===== config.mk =====
export PLATFORM = sky130hd
export DESIGN_NAME = tem_event_monitor
export DESIGN_NICKNAME = d
export VERILOG_FILES = /design/src/rtl/tem_pkg.sv /design/src/rtl/tem_sat_counter.sv /design/src/rtl/tem_first_read_table.sv /design/src/rtl/tem_event_monitor.sv
export SDC_FILE = /design/constraint.sdc
export NUM_CORES = 1
export LEC_CHECK = 0
export ABC_AREA = 1
export BUFFER_PORTS_ARGS = -buffer_cell sky130_fd_sc_hd__buf_2
export CORE_MARGIN = 4
export CORE_UTILIZATION = 35
export CTS_CLUSTER_SIZE = 8
export DETAILED_ROUTE_END_ITERATION = 10
export PLACE_DENSITY_LB_ADDON = 0.1
export SYNTH_ARGS = -nofsm -noshare
export SYNTH_HDL_FRONTEND = slang
export SYNTH_SLANG_ARGS = --single-unit

===== constraint.sdc =====
create_clock -name clk -period 4.13 [get_ports clk]
set_clock_uncertainty 0.2 [all_clocks]
set_input_delay 0.2065 -clock clk [delete_from_list [all_inputs] [get_ports clk]]
set_output_delay 0.2065 -clock clk [all_outputs]
set_load 0.005 [all_outputs]

===== src/rtl/tem_pkg.sv =====
// Package: shared constants and the read-port word map of the event monitor.
// Assumes a 32-bit read port; status words pack valid, occurrence and drop counts.
package tem_pkg;
    localparam int unsigned DW = 32;
    localparam int unsigned OCC_POS = 8;
    localparam int unsigned DROP_POS = 16;

    typedef enum logic [3:0] {
        REG_CF_STAT   = 4'd0,
        REG_CF_ADDR   = 4'd1,
        REG_CF_PC     = 4'd2,
        REG_CF_WRITER = 4'd3,
        REG_CF_LOSS   = 4'd4,
        REG_OV_STAT   = 4'd5,
        REG_OV_PC     = 4'd6,
        REG_OV_TYPE   = 4'd7,
        REG_OV_DUR    = 4'd8
    } reg_sel_e;
endpackage


===== src/rtl/tem_sat_counter.sv =====
// Module: saturating up-counter with synchronous clear.
// Assumes clr has priority over inc; the count holds at its all-ones value.
module tem_sat_counter #(
    parameter int unsigned W = 8
) (
    input  logic         clk,
    input  logic         rst_n,
    input  logic         clr,
    input  logic         inc,
    output logic [W-1:0] q
);
    localparam logic [W-1:0] MAX = {W{1'b1}};

    // Count up to the ceiling, clear on request.
    always_ff @(posedge clk) begin
        if (!rst_n)               q <= '0;
        else if (clr)             q <= '0;
        else if (inc && q != MAX) q <= q + 1'b1;
    end


    sat_hold_chk: assert property (@(posedge clk) disable iff (!rst_n)
        (q == MAX && !clr) |=> (q == MAX));
endmodule


===== src/rtl/tem_first_read_table.sv =====
// Module: small fully associative table of first-read PCs.
// Records the first load PC of each distinct address since clr. It fills in
// order and ignores new addresses once full. The lookup returns zero on a miss.
module tem_first_read_table #(
    parameter int unsigned AW    = 32,
    parameter int unsigned PW    = 32,
    parameter int unsigned DEPTH = 4
) (
    input  logic          clk,
    input  logic          rst_n,
    input  logic          clr,
    input  logic          ld_valid,
    input  logic [AW-1:0] ld_addr,
    input  logic [PW-1:0] ld_pc,
    input  logic [AW-1:0] q_addr,
    output logic [PW-1:0] q_pc
);
    localparam int unsigned IDX_W = (DEPTH > 1) ? $clog2(DEPTH) : 1;
    localparam int unsigned PTR_W = $clog2(DEPTH + 1);
    localparam logic [PTR_W-1:0] FULL = PTR_W'(DEPTH);

    logic [DEPTH-1:0] ent_v;
    logic [AW-1:0]    ent_addr [DEPTH];
    logic [PW-1:0]    ent_pc   [DEPTH];
    logic [PTR_W-1:0] fill;
    logic [DEPTH-1:0] ld_match, q_match;
    logic             ld_hit;

    for (genvar i = 0; i < DEPTH; i++) begin : g_cmp
        assign ld_match[i] = ent_v[i] && (ent_addr[i] == ld_addr);
        assign q_match[i]  = ent_v[i] && (ent_addr[i] == q_addr);


        first_pc_stable_chk: assert property (@(posedge clk) disable iff (!rst_n)
            (ent_v[i] && !clr) |=> ($stable(ent_pc[i]) && $stable(ent_addr[i])));
    end

    assign ld_hit = |ld_match;

    // Select the PC of the matching entry, zero on miss.
    always_comb begin
        q_pc = '0;
        for (int i = 0; i < DEPTH; i++)
            if (q_match[i]) q_pc = ent_pc[i];
    end

    // Track valid entries and the fill pointer.
    always_ff @(posedge clk) begin
        if (!rst_n || clr) begin
            ent_v <= '0;
            fill  <= '0;
        end else if (ld_valid && !ld_hit && fill != FULL) begin
            ent_v[fill[IDX_W-1:0]] <= 1'b1;
            fill <= fill + 1'b1;
        end
    end

    // Store address and PC of a newly inserted entry.
    always_ff @(posedge clk) begin
        if (rst_n && !clr && ld_valid && !ld_hit && fill != FULL) begin
            ent_addr[fill[IDX_W-1:0]] <= ld_addr;
            ent_pc[fill[IDX_W-1:0]]   <= ld_pc;
        end
    end
endmodule


===== src/rtl/tem_event_monitor.sv =====
// Module: per-processor monitor of costly transactional events.
// Holds one conflict record and one overflow record, each with a valid flag,
// an occurrence count and a dropped count, all read through a word port.
// Assumes AW, PW <= 32, OCC_W <= 8, DROP_W <= 16; one transaction at a time.
module tem_event_monitor
    import tem_pkg::*;
#(
    parameter int unsigned AW     = 32,
    parameter int unsigned PW     = 32,
    parameter int unsigned TW     = 3,
    parameter int unsigned OTW    = 2,
    parameter int unsigned CW     = 24,
    parameter int unsigned OCC_W  = 8,
    parameter int unsigned DROP_W = 8,
    parameter int unsigned DEPTH  = 4
) (
    input  logic           clk,
    input  logic           rst_n,
    input  logic           tx_start,
    input  logic           tx_commit,
    input  logic           tx_abort,
    input  logic           ld_valid,
    input  logic [AW-1:0]  ld_addr,
    input  logic [PW-1:0]  ld_pc,
    input  logic           viol_valid,
    input  logic [AW-1:0]  viol_addr,
    input  logic [TW-1:0]  viol_writer,
    input  logic           ovf_valid,
    input  logic [OTW-1:0] ovf_type,
    input  logic [PW-1:0]  ovf_pc,
    input  logic           rd_en,
    input  logic [3:0]     rd_addr,
    output logic [31:0]    rd_data
);
    logic              in_tx;
    logic [CW-1:0]     tx_cycles, ov_cycles;
    logic [PW-1:0]     first_pc;
    logic              cf_valid, ov_valid, ov_pend;
    logic [AW-1:0]     cf_addr;
    logic [TW-1:0]     cf_writer;
    logic [PW-1:0]     cf_pc, ov_pc;
    logic [CW-1:0]     cf_loss, ov_dur;
    logic [OTW-1:0]    ov_type;
    logic [OCC_W-1:0]  cf_occ, ov_occ;
    logic [DROP_W-1:0] cf_drop, ov_drop;
    logic              cf_accept, ov_accept, cf_rd_clr, ov_rd_clr, ov_done;
    logic [DW-1:0]     cf_stat, ov_stat;

    assign cf_accept = viol_valid && !cf_valid;
    assign ov_accept = ovf_valid && !ov_valid && !ov_pend;
    assign ov_done   = ov_pend && tx_commit;
    assign cf_rd_clr = rd_en && (rd_addr == REG_CF_STAT);
    assign ov_rd_clr = rd_en && (rd_addr == REG_OV_STAT);

    tem_first_read_table #(.AW(AW), .PW(PW), .DEPTH(DEPTH)) u_tbl (
        .clk(clk), .rst_n(rst_n), .clr(tx_start),
        .ld_valid(ld_valid && in_tx), .ld_addr(ld_addr), .ld_pc(ld_pc),
        .q_addr(viol_addr), .q_pc(first_pc)
    );

    tem_sat_counter #(.W(CW)) u_txcyc (
        .clk(clk), .rst_n(rst_n), .clr(tx_start), .inc(in_tx), .q(tx_cycles));
    tem_sat_counter #(.W(CW)) u_ovcyc (
        .clk(clk), .rst_n(rst_n), .clr(ov_accept), .inc(ov_pend), .q(ov_cycles));
    tem_sat_counter #(.W(OCC_W)) u_cfocc (
        .clk(clk), .rst_n(rst_n), .clr(1'b0), .inc(viol_valid), .q(cf_occ));
    tem_sat_counter #(.W(OCC_W)) u_ovocc (
        .clk(clk), .rst_n(rst_n), .clr(1'b0), .inc(ovf_valid), .q(ov_occ));
    tem_sat_counter #(.W(DROP_W)) u_cfdrop (
        .clk(clk), .rst_n(rst_n), .clr(1'b0), .inc(viol_valid && cf_valid), .q(cf_drop));
    tem_sat_counter #(.W(DROP_W)) u_ovdrop (
        .clk(clk), .rst_n(rst_n), .clr(1'b0),
        .inc(ovf_valid && (ov_valid || ov_pend)), .q(ov_drop));

    // Track whether a transaction is running.
    always_ff @(posedge clk) begin
        if (!rst_n)                      in_tx <= 1'b0;
        else if (tx_start)               in_tx <= 1'b1;
        else if (tx_commit || tx_abort)  in_tx <= 1'b0;
    end

    // Capture a conflict record and hand it back on a status read.
    always_ff @(posedge clk) begin
        if (!rst_n) begin
            cf_valid  <= 1'b0;
            cf_addr   <= '0;
            cf_writer <= '0;
            cf_pc     <= '0;
            cf_loss   <= '0;
        end else if (cf_accept) begin
            cf_valid  <= 1'b1;
            cf_addr   <= viol_addr;
            cf_writer <= viol_writer;
            cf_pc     <= first_pc;
            cf_loss   <= tx_cycles;
        end else if (cf_rd_clr) begin
            cf_valid  <= 1'b0;
        end
    end

    // Open an overflow record, time it until commit, drop it on abort.
    always_ff @(posedge clk) begin
        if (!rst_n) begin
            ov_pend  <= 1'b0;
            ov_valid <= 1'b0;
            ov_pc    <= '0;
            ov_type  <= '0;
            ov_dur   <= '0;
        end else if (ov_accept) begin
            ov_pend  <= 1'b1;
            ov_pc    <= ovf_pc;
            ov_type  <= ovf_type;
        end else if (ov_done) begin
            ov_pend  <= 1'b0;
            ov_valid <= 1'b1;
            ov_dur   <= ov_cycles;
        end else begin
            if (tx_abort || tx_start) ov_pend  <= 1'b0;
            if (ov_rd_clr)            ov_valid <= 1'b0;
        end
    end

    assign cf_stat = (DW'(cf_drop) << DROP_POS) | (DW'(cf_occ) << OCC_POS) | DW'(cf_valid);
    assign ov_stat = (DW'(ov_drop) << DROP_POS) | (DW'(ov_occ) << OCC_POS) | DW'(ov_valid);

    // Word-select the read port.
    always_comb begin
        case (reg_sel_e'(rd_addr))
            REG_CF_STAT:   rd_data = cf_stat;
            REG_CF_ADDR:   rd_data = DW'(cf_addr);
            REG_CF_PC:     rd_data = DW'(cf_pc);
            REG_CF_WRITER: rd_data = DW'(cf_writer);
            REG_CF_LOSS:   rd_data = DW'(cf_loss);
            REG_OV_STAT:   rd_data = ov_stat;
            REG_OV_PC:     rd_data = DW'(ov_pc);
            REG_OV_TYPE:   rd_data = DW'(ov_type);
            REG_OV_DUR:    rd_data = DW'(ov_dur);
            default:       rd_data = '0;
        endcase
    end


    cf_set_cause_chk: assert property (@(posedge clk) disable iff (!rst_n)
        $rose(cf_valid) |-> $past(viol_valid));

    ov_set_cause_chk: assert property (@(posedge clk) disable iff (!rst_n)
        $rose(ov_valid) |-> $past(tx_commit));

    cf_rd_clear_chk: assert property (@(posedge clk) disable iff (!rst_n)
        (cf_rd_clr && cf_valid) |=> !cf_valid);

    cf_no_overwrite_chk: assert property (@(posedge clk) disable iff (!rst_n)
        (viol_valid && cf_valid) |=> ($stable(cf_addr) && $stable(cf_writer) && $stable(cf_pc)));
endmodule


==> metrics.md <==
| Metric | Value |
|---|---|
| Core ar. | 66000 um2 |
| Clock root cell | clkbuf_16 |
| Depth of the CTS H-tree | 3 |
| Max clock buf depth | 3 |
| Multi-input gate area | 9180 um2 |
| Most frequent cells in the layout | nand2_1, inv_1, nor2_1 |
| Sequential cell area | 12500 um2 |
| Layout Cells excl Fill | 4030 |
| Clock transition at path regs | 50 ps |
| Worst setup endpoint | cf_pc[10] |
| Setup_tns | 0 ps |
| Antenna violations before repair | 1 |
| Final Slew Violations | 0 |
| Reg2reg end | cf_pc[10] |
| Cell Pwr Density | 409 nW/um2 |
| Critical Path Start | u_tbl.ent_addr[2][17] |
| Worst EP required | 4380 ps |
| Synthesized flop and latch total | 496 |
| Die H | 267 um |
| GR Util All Layers | 0.241 |
| Worst-Margin Slew | 1170 ps |
| CTS tree | yes |
| Stages on the worst setup path | 14 |
| Grt total ovfl | 0 |
| Routed Wire Length | just under 90000 um |
| Vias in the first global route | 19800 |
| DRT iter0 DRCs | between 1500 and 2000 |
| R2r startpoint | u_tbl.ent_addr[2][17] |
| Die area | 71100 um2 |
| Sequential share of the synthesized area | 0.534 |
| CTS buffer count | slightly above 70 |
| Rows | 94 |
| EDFF count, synth | 256 |
| RSZ-0062 raised after global routing | false |
| Pin count of the biggest net entering global routing | 106 |
| Layout cells sized above 1 | 0.117 |
| Drc violations | 0 |
| Critical setup path kind | reg2reg |
| Startpoint Class | flop |
| Final HPWL DP | 63900 um |
| Synth Cell Area | about 23000 um2 |
| CP cell instances | inv_1 -> nand2_1 -> o21ai_0 -> nor2_1 -> nand2_1 -> nor2_1 -> nand3_2 -> nor2_8 -> buf_4 -> a21oi_1 -> nand2_1 -> nand2_1 -> nand2_1 -> a21oi_2 |
| Hold Path Class | in2reg |
| ANT nets after route | 0 |
| Worst Path Arrival | 3440 ps |
| Drt first pass iters | 8 |
| Clock Latency Late Sink | 600 ps |
| Post-synth top area cell | edfxtp_1 |
| # IOs | 178 |
| Commonest non-fill, non-tap cell in the layout | nand2_1 |
| Mapped Cells | 2808 |
| Worst IR Drop VDD | 0.000290 V |
| Post-Syn Area per Cell | 8.33 um2 |
| Rel. slew slack | 0.217 |
| Final period util | 0.773 |
| Setup violations, final | 0 |
| Max Cap Violations | 0 |
| Yosys top cell area share | 0.329 |
| Bufs and invs on worst path | 2 |
| Post-synth top flop | edfxtp_1 |
| Inst Count DP | 3774 |
| Synth area leaders | edfxtp_1, dfxtp_1, nand2_1 |
| Post-layout minimum cycle time | 3190 ps |
| Fmax | roughly 0.31 GHz |
| CP top delay family | simple AND/OR/NAND/NOR gates |
| Pwr Total | 11.7 mW |
| Area delta synth->final | 22.3% |
| Post-synth cell types | 48 |
| Initial core utilization | 0.355 |
| Wire per inst | 21.9 um |
| Syn nets | around 3000 |
| Outcome | complete, no violations |
| CP Capture Type | flop |
| Cells on worst reg2reg path | 14 |
| FF-to-FF setup slack | 940 ps |
| Synth warnings | 0 |
| Filler cells | 6607 |
| Die W | 267 um |
| Layout net count | 3281 |
| First-pass GRT wire length | approximately 130000 um |
| Most frequent CP cell | nand2_1 |
| Vias per cell | just over 5 |
| Via Count | 20800 |
| Worst Path Max Fanout | 31 |
| Leak | 11.4 nW |
| CTS sink cnt | 496 |
| Final hold violations | 0 |
| CP max-delay cell | nor2_1 |
| IO buf count | 177 |
| Post-CTS sizing | 0 |
| CP max stage delay | 450 ps |
| RePlAce Congestion | 1.01 |
| Async SR Flop Fraction | 0 |
| Final hold slack | 40.0 ps |
[timing repair]
action	in CTS	in global routing
endpoints found under the hold margin	363	0
setup buffers	0	0
endpoints found under the setup margin	0	0
hold buffers	141	0
[tightest hold or removal path: stages]
cell and delay [ps]:
buf_2 170, buf_4 210, nor2_1 140, nor2_1 60
[sequential cells by signal, summed over array words and instances (netlist names), 4 cells and up]
name and flops:
u_tbl.ent_addr 128, u_tbl.ent_pc 128, cf_addr 32, cf_pc 32
ov_pc 32, cf_loss 24, ov_dur 24, u_ovcyc.q 24
u_txcyc.q 24, u_cfdrop.q 8, u_cfocc.q 8, u_ovdrop.q 8
u_ovocc.q 8, u_tbl.ent_v 4
[Yosys cell counts, types with 3 or more instances]
cell type,number
nand2_1,640
inv_1,306
nor2_1,294
a21oi_1,265
edfxtp_1,256
dfxtp_1,240
o21ai_0,199
nand3_1,101
clkbuf_1,63
o22ai_1,52
nand4_1,48
xnor2_1,40
xor2_1,38
a21oi_2,33
a221oi_1,27
nor3_1,27
inv_2,26
buf_2,19
a22o_1,18
o21ai_1,14
nor4_1,13
ha_1,10
o211ai_1,10
or2_2,9
buf_6,7
buf_1,6
buf_4,5
clkbuf_2,4
o21a_1,4
a211oi_1,3
a31oi_1,3
clkinv_1,3
o2111ai_1,3
[worst min-delay path by stage]
stage,to,slack (ps),startpoint,cells past startpoint
final,cf_addr[16],40,viol_addr[16],4
after CTS,cf_addr[16],9,viol_addr[16],4
after global routing,cf_addr[16],20,viol_addr[16],4
after floorplan,u_tbl.ent_addr[0][0],110,ld_addr[0],0
after detailed placement,u_tbl.ent_pc[0][13],230,ld_pc[13],1
after global placement,u_tbl.ent_pc[2][3],220,ld_pc[3],1
[where the power goes]
part | internal, mW | switching [mW]
Combinational | 0.306 | 0.543
Clock | 3.32 | 2.16
Sequential | 5.29 | 0.0731
Total | 8.92 | 2.77
[per-layer routing]
| layer | part of all wire | up-vias | GRT usage |
|---|---|---|---|
| met2 | 0.45 | 731 | 0.382 |
| met4 | 0.027 | 0 | 0.0644 |
| met3 | 0.077 | 136 | 0.0592 |
| met5 | 0 | - | 0 |
| li1 | - | 10000 | - |
| met1 | 0.45 | 9912 | 0.331 |
[final cells by class]
| cell class | count | share of cell area |
|---|---|---|
| Clock inverter | 3 | 0.000918 |
| Tap cell | 864 | 0.0378 |
| Timing Repair Buffer | 347 | 0.0897 |
| Sequential cell | 496 | 0.436 |
| Inverter | 335 | 0.0439 |
| Multi-Input combinational cell | 1873 | 0.321 |
| Antenna cell | 1 | 0.0000874 |
| Clock buffer | 111 | 0.0706 |
[cells by family (layout without fill, tap and decap cells)]
kind of cell,Yosys count,in the layout,share of synthesized area
simple gates,1146,1146,0.201
flops,496,496,0.534
fa+ha+maj,10,10,0.00535
buf+inv,439,796,0.0747
compound gates,639,639,0.155
other cells,0,1,0
xor+xnor,78,78,0.0292
[per-stage QoR]
| stage | util | instance area [um2] | setup WS [ps] |
|---|---|---|---|
| 4_1_cts | 0.434 | 28600 | 1070 |
| 6_report | 0.434 | 28600 | 936 |
| 3_3_place_gp | 0.381 | 25200 | 974 |
| 5_1_grt | 0.434 | 28600 | 811 |
| 3_5_place_dp | 0.381 | 25200 | 984 |
| 2_1_floorplan | - | 23400 | 647 |
Note: power is estimated with default switching activity, not from simulation.
